### src/rtl/isa_tgt_pkg.sv
package isa_tgt_pkg;
  typedef enum logic [1:0] {
    WS_IDLE = 2'd0,
    WS_WAIT = 2'd1,
    WS_DONE = 2'd2
  } wait_state_e;

  function automatic int min_int(input int a, input int b);
    return (a < b) ? a : b;
  endfunction
endpackage

### src/rtl/isa_tgt_decode.sv
module isa_tgt_decode #(
  parameter int          AW       = 16,
  parameter int          WIN_BITS = 3,
  parameter logic [15:0] BASE     = 16'h0300,
  localparam int         IW       = WIN_BITS - 1
) (
  input  logic          clk,
  input  logic          rst_n,
  input  logic [AW-1:0] bus_addr,
  input  logic          ale,
  input  logic          aen,
  output logic          hit,
  output logic [IW-1:0] idx
);
  logic [AW-1:0] addr_q;

  // capture only during processor cycles
  always_ff @(posedge clk) begin
    if (!rst_n) addr_q <= '0;
    else if (ale && !aen) addr_q <= bus_addr;
  end

  assign hit = !aen && (addr_q[AW-1:WIN_BITS] == BASE[AW-1:WIN_BITS]);
  assign idx = addr_q[WIN_BITS-1:1];
endmodule

### src/rtl/isa_tgt_wait.sv
module isa_tgt_wait
  import isa_tgt_pkg::*;
#(
  parameter int WAIT_STATES = 4,
  parameter int LIMIT       = 37,
  localparam int EFF        = min_int(WAIT_STATES, LIMIT),
  localparam int CW         = $clog2(WAIT_STATES + 2),
  localparam int GW         = $clog2(LIMIT + 2)
) (
  input  logic clk,
  input  logic rst_n,
  input  logic cmd,
  output logic rdy
);
  generate
    if (EFF == 0) begin : g_nowait
      assign rdy = 1'b1;
    end else begin : g_wait
      wait_state_e st_q;
      logic [CW-1:0] cnt_q;
      logic [GW-1:0] guard_q;
      logic          expire;

      assign expire = (int'(cnt_q) + 1 >= WAIT_STATES) ||
                      (int'(guard_q) + 1 >= LIMIT);

      always_ff @(posedge clk) begin
        if (!rst_n) begin
          st_q    <= WS_IDLE;
          cnt_q   <= '0;
          guard_q <= '0;
        end else begin
          unique case (st_q)
            WS_IDLE: if (cmd) begin
              cnt_q   <= CW'(1);
              guard_q <= GW'(1);
              st_q    <= (EFF == 1) ? WS_DONE : WS_WAIT;
            end
            WS_WAIT: begin
              if (!cmd) st_q <= WS_IDLE;
              else if (expire) st_q <= WS_DONE;
              else begin
                cnt_q   <= cnt_q + CW'(1);
                guard_q <= guard_q + GW'(1);
              end
            end
            WS_DONE: if (!cmd) st_q <= WS_IDLE;
            default: st_q <= WS_IDLE;
          endcase
        end
      end

      assign rdy = !(cmd && (st_q == WS_IDLE || st_q == WS_WAIT));
    end
  endgenerate
endmodule

### src/rtl/isa_tgt_regs.sv
module isa_tgt_regs #(
  parameter int  DW    = 16,
  parameter int  NREGS = 4,
  localparam int IW    = $clog2(NREGS)
) (
  input  logic          clk,
  input  logic          rst_n,
  input  logic          iow_n,
  input  logic [DW-1:0] wdata,
  input  logic          hit,
  input  logic [IW-1:0] idx,
  output logic [DW-1:0] rd_word
);
  logic [DW-1:0] bank_q [NREGS];
  logic [DW-1:0] hold_q;
  logic [IW-1:0] hold_idx_q;
  logic          hold_hit_q;
  logic [2:0]    wsync_q;
  logic          commit;

  always_ff @(posedge clk) begin
    if (!rst_n) begin
      hold_q     <= '0;
      hold_idx_q <= '0;
      hold_hit_q <= 1'b0;
      wsync_q    <= '0;
    end else begin
      wsync_q <= {wsync_q[1:0], ~iow_n};
      if (!iow_n) begin
        hold_q     <= wdata;
        hold_idx_q <= idx;
        hold_hit_q <= hit;
      end
    end
  end

  // synchronised rising edge of the write strobe
  assign commit = wsync_q[2] && !wsync_q[1] && hold_hit_q;

  for (genvar i = 0; i < NREGS; i++) begin : g_bank
    always_ff @(posedge clk) begin
      if (!rst_n) bank_q[i] <= '0;
      else if (commit && hold_idx_q == IW'(i)) bank_q[i] <= hold_q;
    end
  end

  assign rd_word = bank_q[idx];
endmodule

### src/rtl/isa_tgt_top.sv
module isa_tgt_top #(
  parameter logic [15:0] BASE        = 16'h0300,
  parameter int          WIN_BITS    = 3,
  parameter int          WAIT_STATES = 4,
  parameter int          LIMIT       = 37,
  localparam int         NREGS       = 2 ** (WIN_BITS - 1),
  localparam int         IW          = WIN_BITS - 1
) (
  input  logic        clk,
  input  logic        rst_n,
  input  logic [15:0] bus_addr,
  input  logic        ale,
  input  logic        aen,
  input  logic        ior_n,
  input  logic        iow_n,
  input  logic [15:0] wdata,
  output logic [15:0] rdata,
  output logic        rdata_oe,
  output logic        cs16_n,
  output logic        chan_rdy
);
  logic          hit;
  logic [IW-1:0] idx;
  logic [15:0]   rd_word;
  logic          cmd;

  isa_tgt_decode #(.AW(16), .WIN_BITS(WIN_BITS), .BASE(BASE)) u_dec (
    .clk(clk), .rst_n(rst_n), .bus_addr(bus_addr), .ale(ale), .aen(aen),
    .hit(hit), .idx(idx)
  );

  assign cmd = hit && (!ior_n || !iow_n);

  isa_tgt_wait #(.WAIT_STATES(WAIT_STATES), .LIMIT(LIMIT)) u_wait (
    .clk(clk), .rst_n(rst_n), .cmd(cmd), .rdy(chan_rdy)
  );

  isa_tgt_regs #(.DW(16), .NREGS(NREGS)) u_regs (
    .clk(clk), .rst_n(rst_n), .iow_n(iow_n), .wdata(wdata),
    .hit(hit), .idx(idx), .rd_word(rd_word)
  );

  assign cs16_n   = !hit;
  assign rdata_oe = hit && !ior_n;
  assign rdata    = rdata_oe ? rd_word : '0;
endmodule

### config.mk
export PLATFORM = sky130hd
export DESIGN_NAME = isa_tgt_top
export DESIGN_NICKNAME = d
export VERILOG_FILES = /design/src/rtl/isa_tgt_pkg.sv /design/src/rtl/isa_tgt_decode.sv /design/src/rtl/isa_tgt_wait.sv /design/src/rtl/isa_tgt_regs.sv /design/src/rtl/isa_tgt_top.sv
export SDC_FILE = /design/constraint.sdc
export NUM_CORES = 1
export LEC_CHECK = 0
export CAP_MARGIN = 20
export CELL_PAD_IN_SITES_DETAIL_PLACEMENT = 1
export CELL_PAD_IN_SITES_GLOBAL_PLACEMENT = 1
export CORE_MARGIN = 2
export CORE_UTILIZATION = 41
export DETAILED_ROUTE_END_ITERATION = 16
export PLACE_DENSITY_LB_ADDON = 0.1
export SYNTH_ARGS = -nofsm -noshare
export SYNTH_HDL_FRONTEND = slang
export SYNTH_HIERARCHICAL = 1
export SYNTH_SLANG_ARGS = --single-unit
### constraint.sdc
create_clock -name clk -period 3.1 [get_ports clk]
set_input_delay 0.62 -clock clk [delete_from_list [all_inputs] [get_ports clk]]
set_output_delay 0.62 -clock clk [all_outputs]
set_load 0.01 [all_outputs]
==> summary.txt, run 1 <==
Status
  – Status: completed

Clock network
  – Post-CTS Hold Buffers: 0
  – CTS HTree Levels: 3
  – Max clock buf depth: 2
  – CTS tree: done
  – Clock-pin slew on the worst setup and hold paths: about 70 ps
  – Total CTS buffers: 9
  – Root Buffer: clkbuf_16
  – Clk Latency, worst-skew pair: 350 ps
  – CTS sink cnt: 112

Detailed routing
  – Number of remaining DRC errors: 0
  – Via-to-Cell Ratio: 5.34
  – Wire per inst: 19.0 um
  – Iteration-0 DRC Markers: 152
  – Detail Route Antenna Nets: 0
  – DRT Pass-1 Iters: 6
  – Vias: 3612
  – Routed wire length: 12.8 mm

Setup path
  – CP Launch Type: input port
  – Worst flop-to-flop path endpoint: u_wait/g_wait.cnt_q[0]$_SDFFE_PN0P_
  – Crit path from: aen
  – R2R cell count: 10
  – Number of cells on the critical path: 8
  – Critical Path End Type: output port
  – CP Class: in2out
  – Critical Path End: chan_rdy
  – CP max stage delay: between 300 and 400 ps
  – CP cell instances: dlygate4sd2_1, nor4_2, nand4_1, nor4_4, a21boi_2, nor2b_4, inv_1, dlygate4sd2_1
  – Slowest-stage cell, CP: nor4_4
  – CP bufs+invs: 3
  – Worst Path Required: 2480 ps
  – Critical path arrival: 2380 ps
  – Worst reg2reg startpoint: u_dec/addr_q[14]$_SDFFE_PN0P_
  – Crit path max fanout: 4
  – Top delay family on crit path: simple AND/OR/NAND/NOR gates
  – Most frequent CP cell: dlygate4sd2_1
  – Reg2reg setup slack: 490 ps

Timing
  – Layout Skew: 5.59 ps
  – Worst Max-Slew Pin Slew: 860 ps
  – Final worst-path cycle share: 0.967
  – Max Fclk: 334 MHz
  – Relative slew slack: 0.426
  – Worst Hold Slack: 437 ps
  – Max-slew violations: 0
  – Fin Setup TNS: 0 ps
  – Minimum clock period: 3000 ps
  – Final Hold Fails: 0
  – Final worst setup slack: 103 ps
  – Finish-stage setup viols: 0
  – Unrepaired setup endpoints after global routing: false

Die
  – Placeable Area: 12500 um^2
  – # IOs: 57
  – # rows: 41
  – Die area: 13700 um^2
  – Die H: 117 um
  – Die X: about 120 um
  – Initial Util: 0.418

Placement
  – # placed instances: 659
  – Pre-CTS WS: -340 ps
  – Post-DP Area: 5990 um^2
  – Dpl hpwl: 8.53 mm
  – PortBufs: 55
  – RD Place Congestion: 0.822

Cells and area
  – Nets: 540
  – Share of cells above drive strength 1: 0.167
  – Final Util: 0.504
  – Post-Layout Cell Count: 676
  – Number of diodes: 0
  – Final Cell Area: 6310 um^2
  – Area grow syn2layout: 20.7%

GRT
  – Pin count of the biggest net entering global routing: 38
  – Vias in the first global route: 3704
  – GRT Total Usage: 0.199
  – First-pass GRT wire length: 19.9 mm
  – Total gr overflow: 0
  – Initial antenna violation count: 0

Synthesis
  – Synth cell types: 53
  – Mapped cell area: 5230 um^2
  – Number of synthesized register bits: approximately 110
  – Ys flop type: edfxtp_1
  – Post-synth top area cell: edfxtp_1
  – Part of the Yosys area used for sequential elements: 0.551
  – Post-synth EDFFs: between 60 and 70
  – YS warnings: 6
  – Top-area cell type share of the netlist area: 0.367
  – Syn Inst Count: 437
  – Async SR Flop Fraction: 0
  – Syn nets: ~480
  – Synth top area cells: edfxtp_1 37%, dfxtp_1 18%, mux4_2 3.9%
  – Mapped Avg Cell Area: around 12 um^2

Job
  – Max-Cap Viols: 0

Power and ir drop
  – P_leak: between 2 and 2.5 nW
  – Pwr per Cell Area: 487 nW/um^2
  – Max rail drop VDD: roughly 0.00030 V
  – Final Power: 3.08 mW

Worst hold path
  – Worst Hold Class: reg2reg
-- flip-flops by register name, indices dropped and copies added, names as in the netlist, 2 cells and up --
name,flops
u_dec/addr_q,15
u_regs/bank_q,64
u_regs/hold_idx_q,2
u_wait/g_wait.st_q,2
u_wait/g_wait.guard_q,6
u_wait/g_wait.cnt_q,3
u_regs/hold_q,16
u_regs/wsync_q,3
-- worst min-delay path by stage --
stage | start | to | slack (ps) | cells past startpoint
finish | u_regs/wsync_q[0]$_SDFF_PN0_ | u_regs/wsync_q[1]$_SDFF_PN0_ | 440 | 1
CTS | u_regs/wsync_q[0]$_SDFF_PN0_ | u_regs/wsync_q[1]$_SDFF_PN0_ | 440 | 1
floorplan | u_regs/wsync_q[0]$_SDFF_PN0_ | u_regs/wsync_q[1]$_SDFF_PN0_ | 410 | 1
global route | u_regs/wsync_q[0]$_SDFF_PN0_ | u_regs/wsync_q[1]$_SDFF_PN0_ | 450 | 1
detailed placement | u_regs/wsync_q[0]$_SDFF_PN0_ | u_regs/wsync_q[1]$_SDFF_PN0_ | 420 | 1
global placement | u_regs/wsync_q[0]$_SDFF_PN0_ | u_regs/wsync_q[1]$_SDFF_PN0_ | 420 | 1
-- layout by cell type (no fill, tap or decap), types with 2 or more instances in the layout --
cell and n:
nor2b_1 24, a21boi_0 12, nand2_1 36, mux2i_1 19, edfxtp_1 64, and2_1 3
and3b_1 8, nor3_1 4, and3b_2 8, o311a_1 2, clkbuf_16 9, o21a_1 3
o21ai_1 4, clkdlybuf4s50_1 36, o32a_1 2, nor2_1 38, dlygate4sd2_1 19, mux4_1 7
and3_2 17, nand4_1 4, nand2b_1 5, nand3_1 18, mux4_2 9, buf_4 26
and3_1 18, o21ai_0 5, ha_1 3, inv_1 8, clkinv_1 3, a21boi_1 5
o211ai_1 5, a21oi_1 4, dfxtp_1 48, bufinv_16 2, a311oi_1 3
-- cells in the mapped netlist (all sizes together), types with 2 or more instances --
library cell / count
edfxtp: 64
dfxtp: 48
nor2: 38
nand2: 36
and3: 35
nor2b: 26
buf: 22
mux2i: 19
a21boi: 18
nand3: 18
and3b: 16
mux4: 16
clkbuf: 9
inv: 9
o21ai: 9
nand2b: 5
o211ai: 5
a21oi: 4
nand4: 4
nor3: 4
a311oi: 3
and2: 3
ha: 3
o21a: 3
nand4b: 2
nor4: 2
o311a: 2
o32a: 2
-- cell families (layout without fill, tap and decap cells) --
logic type / count (synthesis) / after routing / synth area share
AO/OA/AOI/OAI: 49 / 49 / 0.0674
adder cells (fa/ha/maj): 3 / 3 / 0.00717
buffers and inverters: 40 / 107 / 0.0447
flip-flops: 112 / 112 / 0.551
multiplexers: 35 / 35 / 0.110
AND/OR/NAND/NOR: 198 / 198 / 0.220
-- area by class of cell --
type / instances / area [um^2]
flip-flops and latches: 112 / 2880
well taps: 172 / 215
fillers: 1360 / 6200
multi-input cells: 285 / 2140
clock buffers: 9 / 225
repair buffers: 82 / 733
clock inverters: 7 / 85.1
inverters: 9 / 33.8
-- repair_timing --
item,in CTS,in global routing
endpoints found under the setup margin,19,0
gates resized for setup,24,0
buffers inserted,1,0
-- where the power goes --
part           switching [mW]  internal, mW  total [mW]  leakage [nW]
clock network           0.524         0.702        1.23         0.152
logic                  0.0935         0.110       0.203          1.29
registers              0.0304          1.62        1.65          1.05
-- layer usage --
metal | GRT usage | vias to the layer above | part of all wire
li1 | - | 1728 | -
met1 | 0.261 | 1809 | 0.47
met2 | 0.333 | 58 | 0.48
met3 | 0.0376 | 17 | 0.026
met4 | 0.0698 | 0 | 0.018
met5 | 0 | - | 0
Power figures use the tool's default switching activity.
==> inputs of run 2 (changes only) <==
- MAX_ROUTING_LAYER: not set -> met4
==> run 2 against run 1 <==
  * Power barely moved
  * Clock power barely moved
  * Sequential share of layout area unchanged
  * Utilization unchanged
  * Count of clock-buffer cells in the layout did not move
  * Wire length is essentially flat
  * Combinational power hardly changed
==> summary.txt, run 2 (synthesis gave the netlist of run 1 again) <==
Cells and area
  – Final Cell Area: 6310 um^2 (unchanged)
  – Top reg by flops: u_regs/bank_q
  – Share of cells above drive strength 1: 0.167 (unchanged)
  – Area grow syn2layout: 20.7% (unchanged)
  – Most frequent cells in the layout: 64 x edfxtp_1, 48 x dfxtp_1, 38 x nor2_1, 36 x clkdlybuf4s50_1, 36 x nand2_1
  – Final Util: 0.504 (unchanged)
  – # fillers: 1360 (unchanged)
  – Commonest non-fill, non-tap cell in the layout: edfxtp_1
  – Number of diodes: 0 (unchanged)
  – Nets: 540 (unchanged)
  – Post-Layout Cell Count: 676 (unchanged)
  – Max FFs per register: 64 (unchanged)
  – Top Registers: u_regs/bank_q (64), u_regs/hold_q (16), u_dec/addr_q (15)

Setup path
  – CP Launch Type: input port
  – Worst Path Required: 2480 ps (about the same)
  – Critical path arrival: 2380 ps (about the same)
  – CP Class: in2out
  – Critical Path End Type: output port
  – Crit path max fanout: 4 (unchanged)

Placement
  – # placed instances: 659 (unchanged)
  – RD Place Congestion: 0.835 (+1.5%)
  – Pre-CTS WS: -340 ps (unchanged)
  – PortBufs: 55 (unchanged)
  – Dpl hpwl: 8.53 mm (unchanged)
  – Post-DP Area: 5990 um^2 (unchanged)

GRT
  – First-pass GRT wire length: 19.9 mm (about the same)
  – Initial antenna violation count: 0 (unchanged)
  – Pin count of the biggest net entering global routing: 38 (unchanged)
  – Vias in the first global route: 3683 (-0.57%)
  – GRT Total Usage: 0.205 (+0.00621)
  – Total gr overflow: 0 (unchanged)

Detailed routing
  – DRT Pass-1 Iters: 4 (-2)
  – Vias: 3599 (-0.36%)
  – Routed wire length: 12.8 mm (about the same)
  – Wire per inst: 19.0 um (about the same)
  – Via-to-Cell Ratio: 5.32 (-0.36%)
  – Detail Route Antenna Nets: 0 (unchanged)
  – Iteration-0 DRC Markers: 150 (-1.3%)
  – Number of remaining DRC errors: 0 (unchanged)

Worst hold path
  – Worst Hold Class: reg2reg

Clock network
  – CTS sink cnt: 112 (unchanged)
  – Clock-pin slew on the worst setup and hold paths: 70 ps (about the same)
  – CTS HTree Levels: 3 (unchanged)
  – Total CTS buffers: 9 (unchanged)
  – CTS tree: done
  – Max clock buf depth: 2 (unchanged)
  – Post-CTS Hold Buffers: 0 (unchanged)
  – Clk Latency, worst-skew pair: 350 ps (about the same)
  – Root Buffer: clkbuf_16

Timing
  – Relative slew slack: 0.424 (-0.00130)
  – Finish-stage setup viols: 0 (unchanged)
  – Fin Setup TNS: 0 ps (unchanged)
  – Final worst-path cycle share: 0.967 (about the same)
  – Worst Max-Slew Pin Slew: 862 ps (+1.95 ps)
  – Layout Skew: 6.29 ps (+0.698 ps)
  – Final Hold Fails: 0 (unchanged)
  – Max Fclk: 334 MHz (about the same)
  – Final worst setup slack: 103 ps (-0.622 ps)
  – Minimum clock period: 3000 ps (+0.622 ps)
  – Unrepaired setup endpoints after global routing: false
  – Max-slew violations: 0 (unchanged)

Power and ir drop
  – Max rail drop VDD: 0.000304 V (+0.23%)
  – Int Power: 2.43 mW (about the same)
  – P_leak: 2.49 nW (unchanged)
  – Sequential Power Share: 0.535 (about the same)
  – Psw: 0.648 mW (about the same)
  – Switching Fraction: 0.211 (about the same)
  – Pwr per Cell Area: 487 nW/um^2 (about the same)
  – Clock Power Share: 0.399 (about the same)
  – Combinational power share: 0.066 (about the same)

Die
  – # rows: 41 (unchanged)
  – Placeable Area: 12500 um^2 (unchanged)
  – Die X: 117 um (unchanged)
  – Die H: 117 um (unchanged)
  – Die area: 13700 um^2 (unchanged)
  – # IOs: 57 (unchanged)
  – Initial Util: 0.418 (unchanged)

Status
  – Status: completed

Job
  – Max-Cap Viols: 0 (unchanged)
run 2: cell counts in the layout (fill, tap and decap cells not counted):
Identical to the previous run, type by type.
run 2: path summary, 6_finish.rpt:
check                                                   start                                    end  slack [ps]  cells after the start
worst max register to register  u_dec/addr_q[14]$_SDFFE_PN0P_  u_wait/g_wait.guard_q[0]$_SDFFE_PN0P_         490                     10
worst min-delay path             u_regs/wsync_q[0]$_SDFF_PN0_           u_regs/wsync_q[1]$_SDFF_PN0_         440                      1
worst max-delay path                                      aen                               chan_rdy         100                      8
worst min register to register   u_regs/wsync_q[0]$_SDFF_PN0_           u_regs/wsync_q[1]$_SDFF_PN0_         440                      1
run 2: layer usage:
metal,vias to the layer above,global-route usage,part of all wire
met1,1796,0.261,0.47
met5,-,-,0
met4,0,0.0698,0.018
met2,58,0.333,0.49
li1,1727,-,-
met3,18,0.0376,0.030
run 2: final cells by class:
type	count	area, um^2	area share
flip-flops and latches	112	2880	0.457
multi-input cells	285	2140	0.339
repair buffers	82	733	0.116
clock buffers	9	225	0.0357
well taps	172	215	0.0341
clock inverters	7	85.1	0.0135
inverters	9	33.8	0.00535
run 2: power groups by stage:
| stage | Sequential, mW | Combinational [mW] | Clock (mW) |
|---|---|---|---|
| CTS | 1.65 | 0.207 | 1.25 |
| detailed placement | 1.68 | 0.206 | 0 |
| global route | 1.65 | 0.221 | 1.31 |
| floorplan | 1.67 | 0.115 | 0 |
| finish | 1.65 | 0.203 | 1.23 |
| global placement | 1.68 | 0.201 | 0 |
run 2: per-stage QoR:
stage | hold WS [ps] | total power [mW]
floorplan | 412 | 1.78
global placement | 415 | 1.88
detailed placement | 422 | 1.89
CTS | 439 | 3.11
global route | 447 | 3.19
finish | 438 | 3.08
run 2: timing repair:
| action | 4_1_cts | 5_1_grt |
|---|---|---|
| endpoints found under the setup margin | 19 | 0 |
| resized for setup | 24 | 0 |
| setup buffers | 1 | 0 |
run 2: critical path: stages:
cell	delay (ps)
dlygate4sd2_1	260
nor4_2	170
nand4_1	180
nor4_4	340
a21boi_2	240
nor2b_4	200
inv_1	80
dlygate4sd2_1	290
